===== config.mk =====
export PLATFORM = sky130hd
export DESIGN_NAME = cascade_counter
export DESIGN_NICKNAME = d
export VERILOG_FILES = /design/src/rtl/cnt_pkg.sv /design/src/rtl/cnt_tc_decode.sv /design/src/rtl/cnt_slice.sv /design/src/rtl/cascade_counter.sv
export SDC_FILE = /design/constraint.sdc
export NUM_CORES = 1
export LEC_CHECK = 0
export BUFFER_PORTS_ARGS = -buffer_cell sky130_fd_sc_hd__buf_2
export CAP_MARGIN = 25
export CORE_AREA = 2 2 39 41
export DETAILED_ROUTE_END_ITERATION = 8
export DIE_AREA = 0 0 41 43
export PLACE_DENSITY = 0.6
export SLEW_MARGIN = 5
export SYNTH_ARGS = -nofsm -noshare
export SYNTH_HDL_FRONTEND = slang
export SYNTH_SLANG_ARGS = --single-unit

===== constraint.sdc =====
create_clock -name clk -period 2.5 [get_ports clk]
set_input_delay 0.5 -clock clk [delete_from_list [all_inputs] [get_ports clk]]
set_output_delay 0.5 -clock clk [all_outputs]
set_load 0.05 [all_outputs]

===== src/rtl/cnt_pkg.sv =====
package cnt_pkg;
    localparam int SLICE_W = 4;
    typedef logic [SLICE_W-1:0] nib_t;

    typedef enum logic [1:0] {
        MODE_CLEAR = 2'd0,
        MODE_LOAD  = 2'd1,
        MODE_COUNT = 2'd2,
        MODE_HOLD  = 2'd3
    } mode_t;

    typedef struct packed {
        nib_t val;
    } slice_state_t;
endpackage


===== src/rtl/cnt_tc_decode.sv =====
module cnt_tc_decode #(
    parameter int W = 4
) (
    input  logic [W-1:0] val,
    input  logic         en_trk,
    output logic         tc
);
    always_comb begin
        tc = en_trk & (&val);
    end
endmodule


===== src/rtl/cnt_slice.sv =====
module cnt_slice
    import cnt_pkg::*;
(
    input  logic clk,
    input  logic clr_n,
    input  logic load_n,
    input  logic en_par,
    input  logic en_trk,
    input  nib_t din,
    output nib_t q,
    output logic tc
);
    localparam nib_t MAX_VAL = {SLICE_W{1'b1}};

    slice_state_t st_d, st_q;
    mode_t        mode_d;

    always_comb begin
        if (!clr_n)
            mode_d = MODE_CLEAR;
        else if (!load_n)
            mode_d = MODE_LOAD;
        else if (en_par && en_trk)
            mode_d = MODE_COUNT;
        else
            mode_d = MODE_HOLD;

        st_d = st_q;
        case (mode_d)
            MODE_CLEAR: st_d.val = '0;
            MODE_LOAD:  st_d.val = din;
            MODE_COUNT: st_d.val = st_q.val + 1'b1;
            default:    st_d.val = st_q.val;
        endcase
    end

    always_ff @(posedge clk) begin
        st_q <= st_d;
    end

    assign q = st_q.val;

    cnt_tc_decode #(.W(SLICE_W)) u_tc (
        .val    (st_q.val),
        .en_trk (en_trk),
        .tc     (tc)
    );

    assert_clear_wins_R2: assert property (@(posedge clk)
        !clr_n |=> q == '0);

    assert_load_copies_R3: assert property (@(posedge clk)
        clr_n && !load_n |=> q == $past(din));

    assert_hold_when_disabled_R4: assert property (@(posedge clk)
        clr_n && load_n && !(en_par && en_trk) |=> $stable(q));

    assert_step_one_R1: assert property (@(posedge clk)
        clr_n && load_n && en_par && en_trk && q != MAX_VAL |=> q == nib_t'($past(q) + 1'b1));

    assert_wrap_slice_R1: assert property (@(posedge clk)
        clr_n && load_n && en_par && en_trk && q == MAX_VAL |=> q == '0);

    assert_tc_gate_R5: assert property (@(posedge clk)
        tc |-> (en_trk && q == MAX_VAL));
endmodule


===== src/rtl/cascade_counter.sv =====
module cascade_counter
    import cnt_pkg::*;
#(
    parameter int N = 2
) (
    input  logic                 clk,
    input  logic                 clr_n,
    input  logic                 load_n,
    input  logic                 en_par,
    input  logic                 en_trk,
    input  logic [SLICE_W*N-1:0] din,
    output logic [SLICE_W*N-1:0] count,
    output logic                 tc_out
);
    localparam int TOTAL_W = SLICE_W * N;

    logic [N-1:0] tc_vec;
    logic [N-1:0] par_vec;
    logic [N-1:0] trk_vec;

    for (genvar k = 0; k < N; k++) begin : g_slice
        if (k == 0) begin : g_first
            assign par_vec[k] = en_par;
            assign trk_vec[k] = en_trk;
        end else begin : g_rest
            assign par_vec[k] = tc_vec[0] & en_par;
            assign trk_vec[k] = tc_vec[k-1];
        end

        cnt_slice u_slice (
            .clk    (clk),
            .clr_n  (clr_n),
            .load_n (load_n),
            .en_par (par_vec[k]),
            .en_trk (trk_vec[k]),
            .din    (din[k*SLICE_W +: SLICE_W]),
            .q      (count[k*SLICE_W +: SLICE_W]),
            .tc     (tc_vec[k])
        );
    end

    assign tc_out = tc_vec[N-1];

    assert_chain_wrap_R7: assert property (@(posedge clk)
        clr_n && load_n && en_par && en_trk && (&count) |=> count == '0);

    assert_chain_step_R6: assert property (@(posedge clk)
        clr_n && load_n && en_par && en_trk && !(&count)
        |=> count == TOTAL_W'($past(count) + 1'b1));

    assert_chain_tc_R5: assert property (@(posedge clk)
        tc_out |-> (en_trk && (&count)));
endmodule


# ---- After elaboration in Yosys (flattened, before gate mapping)
# Index checks and enable logic that the tools add are counted.
dict set report word_totals {
  elab_cells 27
  inputBits 13
  output_inout_bits 9
  mem_bits_ro 0
  latchBits 0
  register_bits 8
  mem_bits_rw 0
  memories 0
}
dict set report classes {
  n_shift 0
  multipliers 0
  div_mod_pow 0
  bitwise 3
  eq_ne 4
  addsub 2
  mux 8
  reduce_logical 8
  order_cmp 0
}
# cell count
set ops {}
lappend ops {{$pmux 4 s3} 2}
lappend ops {{$add 4x1->4 const B} 2}
lappend ops {{$mux 2} 4}
lappend ops {{$reduce_and 4->1} 2}
lappend ops {{$reduce_bool 3->1} 2}
lappend ops {{$eq 2x1->1 const B} 2}
lappend ops {{$eq 2x2->1 const B} 2}
lappend ops {{$logic_not 2->1} 2}
lappend ops {{$and 1x1->1} 3}
lappend ops {{$logic_and 1x1->1} 2}
lappend ops {{$mux 1} 2}

# ---- Depth between registers and ports, before layout
# Gate-level depths: netlist (run 1).
dict set report depth {
  depth_word 9
  ltp_mapped 4
  depth_no_buf 4
}

# ---- By module
# Synthesis (run 1) repeated with hierarchy kept, for this count alone.
dict set report hier_totals {
  hier_cells 49
  hier_area_um2 474.2
}
# module cells_each n_inst area_each_um2 seq_area_each_um2
set by_module_without_submodules {}
lappend by_module_without_submodules {cnt_slice 21 2 221.5 120.1}
lappend by_module_without_submodules {cnt_tc_decode 3 2 12.5 0.0}
lappend by_module_without_submodules {cascade_counter 1 1 6.3 0.0}

# ---- Worst setup path after synthesis (run 1)
# No wires, ideal clock.
dict set report synth_timing {
  path_kind {register to output}
  start {register g_slice[0].u_slice.st_q (netlist bit g_slice[0].u_slice.q[0])}
  end {output tc_out}
  path_buffers 0
  t_arrival_ns 1.778
  required_ns 2.000
  stages_incl_launch_ff 4
  setup_slack_ns 0.222
  path_cell_list {edfxtp_1 -> ha_1 -> nand3_1 -> nor2_1}
}
dict set report synth_via {
  elab_chain_cells 3
}
# element line
set synth_lines {}
lappend synth_lines {{start, declared} cnt_slice.sv:15} ;# slice_state_t st_d, st_q;
lappend synth_lines {{start signal, assigned} cnt_slice.sv:38} ;# st_q <= st_d;
lappend synth_lines {{$reduce_and 4->1} cnt_tc_decode.sv:9} ;# tc = en_trk & (&val);
lappend synth_lines {{$and 1x1->1 (2 in series)} cnt_tc_decode.sv:9}
lappend synth_lines {{end, declared} cascade_counter.sv:13} ;# output logic tc_out
# Every way passes these cells.

# ---- Worst setup path after layout (run 1)
# Same ends and word-level chain as after synthesis.

==> results.cfg, run 1 <==
[worst_setup_path]
startpoint_type = flop
arrival_ns = 1.40
crit_path_max_fanout = 4
criticalPathCategory = flop to output port
crit_buf_inv = 1
cp_top_family = flip-flops
crit_chain = ha_1, nand3_1, nor2_1, buf_2
critPathRequiredTime_ns = 2.00
critPathCaptureType = output port
critPathMaxStageDelay_ns = 0.38
cp_slowest_cell = edfxtp_1

[cells_and_area]
mostFrequentLayoutCell = buf_2
utilization_pct = 42.9
layout_common_cells = buf_2, edfxtp_1, nand2_1, o21ai_0, nand3_1
area_growth_pct = 29.8
multi_input_area_sq_um = 203
fillCellCount = 144
instances_no_fill = 79
fin_area_sq_um = 594
nets = 80
n_antenna_cell = 0
drive_gt1_share_pct = 46.0
largest_reg_flops = 8
register_area_sq_um = 240

[detailed_routing]
post_drt_wl_per_cell_um = 12.6
wirelength_um = 997
drt_iter0_markers = 11
drt_drc_violations_left = 0
viasPerCell = 5.03
first_pass_iters = 4
vias = 397
ant_nets = 0

[sta]
slew_headroom_pct = 59.8
finalSetupTns_ns = 0
rsz0062_at_grt = no
hold_viol = 0
layout_min_cycle_time_ns = 1.90
fmax_ghz = 0.526
finalSetupViolations = 0
tightest_slew_ns = 0.602
fin_skew_ns = 0.00700
final-max-slew-violation-count = 0
min_period_over_period_pct = 76.1

[floorplanning]
std_cell_rows = 14
die-area_sq_um = 1760
initial_utilization_pct = 33.1
die_h_um = 43
io_pins = 22
core_area_sq_um = 1380
die_w_um = 41

[power]
powerDensity_nw_per_um2 = 591
power_frac_comb_pct = 22.5
pwr-share-seq_pct = 48.1
p_sw_share_pct = 32.1
p_total_uw = 351
power.internal_uw = 238
clockPowerShare_pct = 29.4
power.leakage_nw = 0.269
power.switching_uw = 113
ir_drop_mv = 0.212

[cts]
cts_setup_buffers = 0
clockBufferDepth = 2
ctsHoldBuffers = 0
clock_latency_ns = 0.26
cts_resized = 0
cts.clk_slew.worst_paths_ns = 0.06
cts_sinks = 8
cts-root-buf = clkbuf_4
tritoncts = yes
h-tree-depth = 1
numCtsBuffers = 3

[place]
io_buffer_count = 21
dpl.cell_count = 76
hpwl_um = 769
place_area_sq_um = 572
gp_congestion = 0.719

[synthesis]
ys_seq_elements = 8
ys_seq_area_share_pct = 52.5
synth_cell_types = 17
ys_warn_count = 0
netlist_instances = 40
synthesis.nets = 55
syn_area_sq_um = 458
avgSynthCellArea_sq_um = 11.4

[worst_hold_path]
hold_path_class = input pin to flop

[global_routing]
grt_pass1_vias = 383
grt_pass1_wl_um = 1570
antenna_found_initial = 0
grt_max_degree = 9
grt_overflow = 0
grt_use_total_pct = 13.5

[job]
max_cap_viol_count = 0

[status]
outcome = complete, no violations
kinds of logic (layout without fill, tap and decap cells):
logic type,after synthesis,after routing,share of synthesized area [%]
xor+xnor,4,4,7.65
fa+ha+maj,2,2,5.46
compound gates,9,9,14.2
buf+inv,2,25,3.28
flops,8,8,52.5
simple gates,15,15,16.9
through the flow:
stage | hold slack (ns) | setup WS [ns]
finish | 0.519 | 0.598
detailed placement | 0.652 | 0.845
global route | 0.535 | 0.481
floorplan | 0.685 | 0.222
global placement | 0.640 | 0.907
CTS | 0.520 | 0.582
cells in the mapped netlist (all sizes together):
cell type	instances	area (sq um)
xor2	2	17.5
nand2	6	22.5
nor2	2	10.0
nand3	4	20.0
buf	1	11.3
nand4	2	18.8
xnor2	2	17.5
ha	2	25.0
o211ai	1	7.51
nor2b	1	6.26
inv	1	3.75
a22o	3	30.0
o31ai	1	7.51
edfxtp	8	240
o21ai	4	20.0
area by class of cell:
type / instances / area share, %
multi-input cells: 30 / 34.1
clock buffers: 3 / 3.79
well taps: 16 / 3.37
flip-flops and latches: 8 / 40.4
repair buffers: 21 / 17.7
inverters: 1 / 0.632
layer usage:
metal	vias up	wire length [um]	GRT usage, %	part of all wire (%)
li1	199	-	-	-
met1	185	464	16.7	47
met2	13	485	19.4	49
met3	0	46	4.71	4.6
met4	0	0	8.00	0
met5	-	0	0	0
power by group through the flow:
stage	sequential (mW)	combinational, mW	clock, mW
after floorplan	0.206	0.0207	0
after global placement	0.171	0.0794	0
after detailed placement	0.172	0.0793	0
after CTS	0.169	0.0797	0.104
after global routing	0.170	0.0861	0.113
final	0.169	0.0792	0.103
worst register-to-register path: stages (launching register included):
cell and delay (ns):
edfxtp_1 0.38, ha_1 0.20, nand3_1 0.17, o211ai_1 0.46
worst paths after layout:
check	start	endpoint	slack (ns)	cells after the start
max	g_slice[0].u_slice.q[0]$_DFFE_PP_	tc_out	0.60	4
min	din[2]	g_slice[0].u_slice.q[2]$_DFFE_PP_	0.52	3
max reg2reg	g_slice[0].u_slice.q[0]$_DFFE_PP_	g_slice[1].u_slice.q[3]$_DFFE_PP_	0.95	3
min reg2reg	g_slice[1].u_slice.q[0]$_DFFE_PP_	g_slice[1].u_slice.q[0]$_DFFE_PP_	0.65	1
Note: power is estimated with default switching activity, not from simulation.
==> run 2, diff against run 1 <==
ABC_AREA = 1   (was unset)
PLACE_DENSITY = 0.64   (was 0.6)
clock period = 1.8 ns   (was 2.5 ns; I/O delays follow)
==> run 2 against run 1 <==
Compared with the run above:
- flip-flop and latch count did not move
- synthesized cell count rose by 45%
- sequential power rose by 40%
- non-clock buffer count rose by 1
- hold slack got worse by 0.14 ns
- clock-buffer cell count did not move
- wire length fell by 1.6%
- area after synthesis rose by 8.5%
- worst setup slack got worse by 0.50 ns
- die area did not move
- global-route usage barely moved
- critical path type unchanged
- largest cell class is now multi-input combinational cells
==> results.cfg, run 2 <==
[floorplanning]
die_w_um = 41
die_h_um = 43
die-area_sq_um = 1760
io_pins = 22
std_cell_rows = 14
initial_utilization_pct = 35.9
core_area_sq_um = 1380

[cts]
cts.clk_slew.worst_paths_ns = 0.06
cts-root-buf = clkbuf_4
clockBufferDepth = 2
clock_latency_ns = 0.25
tritoncts = yes
cts_sinks = 8
numCtsBuffers = 3
ctsHoldBuffers = 0
h-tree-depth = 1

[synthesis]
synthesis.nets = 73
yosysTopAreaCell = edfxtp_1
netlist_instances = 58
ys_seq_elements = 8
synth_most_common_cell = nand2_1
synthTopCellsByArea = edfxtp_1, nand2_1, ha_1, nand3_1, inv_1
synth_edf_count = 8
synth_cell_types = 16
syn_area_sq_um = 497
synth_top_area_share_pct = 48.4
ys_seq_area_share_pct = 48.4
yosys-top-cells-count = nand2_1, edfxtp_1, inv_1
async_reset_ff_share_pct = 0
avgSynthCellArea_sq_um = 8.56
ys.flop_type = edfxtp_1
ys_warn_count = 0

[worst_setup_path]
rr_worst_depth = 3
cp_slowest_cell = edfxtp_1
critPathRequiredTime_ns = 1.44
r2r-end = g_slice[1].u_slice.q[0]$_DFFE_PP_
arrival_ns = 1.34
reg2reg_from = g_slice[0].u_slice.q[0]$_DFFE_PP_
crit_path_max_fanout = 4
startpoint_type = flop
critPathMaxStageDelay_ns = 0.39
crit_chain = ha_1, nand3_2, nor2_4, buf_4
cp_top_family = flip-flops
critPathCaptureType = output port
ff2ff_setup_slack_ns = 0.35
crit_buf_inv = 1
crit_path_start = g_slice[0].u_slice.q[0]$_DFFE_PP_
criticalPathCategory = flop to output port

[cells_and_area]
drive_gt1_share_pct = 37.3
instances_no_fill = 99
nets = 100
mostFrequentLayoutCell = nand2_1
area_growth_pct = 33.2
layout_common_cells = nand2_1, buf_2, edfxtp_1, inv_1, nand3_1
largest_reg_flops = 8
n_antenna_cell = 0

[sta]
min_period_over_period_pct = 94.3
layout_min_cycle_time_ns = 1.70
rsz0062_at_grt = no
tightest_slew_ns = 0.359
slew_headroom_pct = 75.9
hold_viol = 0
holdWs_ns = 0.380
final-max-slew-violation-count = 0
fmax_ghz = 0.589
fin_skew_ns = 0.00278
finalSetupTns_ns = 0
finalSetupViolations = 0

[global_routing]
grt_pass1_vias = 423
grt_use_total_pct = 13.5
antenna_found_initial = 0
grt_pass1_wl_um = 1590
grt_max_degree = 9
grt_overflow = 0

[detailed_routing]
vias = 466
wl_met3_um = 45
routed.top_layer = met4
routed-wl-met2_um = 453
viasPerCell = 4.71
ant_nets = 0
first_pass_iters = 4
wirelength_um = 981
drt_drc_violations_left = 0
drt_iter0_markers = 8
wl_met1_um = 456
post_drt_wl_per_cell_um = 9.91

[place]
gp_congestion = 0.742
dpl.cell_count = 95
io_buffer_count = 21
hpwl_um = 799

[worst_hold_path]
min_path_cells = 3
holdPathEnd = g_slice[0].u_slice.q[3]$_DFFE_PP_
min_from = din[3]
hold_path_class = input pin to flop

[power]
powerDensity_nw_per_um2 = 737
ir_drop_mv = 0.403
power.leakage_nw = 0.338

[job]
max_cap_viol_count = 0

[status]
outcome = complete, no violations
==> run 2: cell types whose count changed after synthesis, sizes merged, moves of 2 or more <==
cell   delta
nand2    +19
inv       +5
a22o      -3
nand4     +2
==> run 2: repair_timing <==
| action | in CTS | in global routing |
|---|---|---|
| setup buffers | 0 | 1 |
| endpoints found under the setup margin | 0 | 1 |
| resized for setup | 0 | 2 |
==> run 2: logic make-up (layout without fill, tap and decap cells) <==
family                     after synthesis  count (layout)  synth area share (%)
xor gates and xnor gates                 2               2                  3.53
buffers and inverters                    6              31                  4.53
AOI/OAI and AO/OA                        3               3                  3.02
DFF                                      8               8                  48.4
and+or+nand+nor                         37              37                  35.5
adders and majority gates                2               2                  5.04
==> run 2: worst max path at each step <==
stage / end / slack [ns] / cells after the start
2_1_floorplan: tc_out / 0.002 / 3
3_3_place_gp: tc_out / 0.32 / 4
3_5_place_dp: tc_out / 0.29 / 4
4_1_cts: tc_out / 0.03 / 4
5_1_grt: tc_out / 0.006 / 4
6_report: tc_out / 0.10 / 4
==> run 2: stage by stage <==
stage               utilization, %  cell area [sq um]  setup slack, ns  total power, mW
CTS                           47.1                652           0.0300            0.488
floorplan                        -                504          0.00225            0.315
detailed placement            45.5                629            0.295            0.351
global route                  47.8                662          0.00593            0.507
finish                        47.8                662            0.102            0.488
global placement              45.5                629            0.320            0.351
==> run 2: worst min-delay path: cells and delay by family <==
family	cells	cell delay, ns
simple gates	2	0.09
buf+inv	1	0.07
==> run 2: power by group <==
part           switching, mW  leakage (nW)  total (mW)  internal, mW
combinational         0.0799         0.236       0.113        0.0332
clock                 0.0615        0.0138       0.138        0.0764
sequential            0.0151        0.0885       0.237         0.221
total                  0.157         0.338       0.488         0.331
==> run 2: area by class of cell <==
class | instances | area (sq um)
inverters | 6 | 22.5
fillers | 145 | 722
clock buffers | 3 | 22.5
multi-input cells | 44 | 241
repair buffers | 22 | 115
well taps | 16 | 20.0
flip-flops and latches | 8 | 240
==> run 2: routing by layer <==
| metal | track usage [%] | vias up |
|---|---|---|
| met5 | 0 | - |
| met4 | 10.0 | 0 |
| met3 | 1.57 | 4 |
| met2 | 18.8 | 12 |
| met1 | 18.4 | 202 |
| li1 | - | 248 |
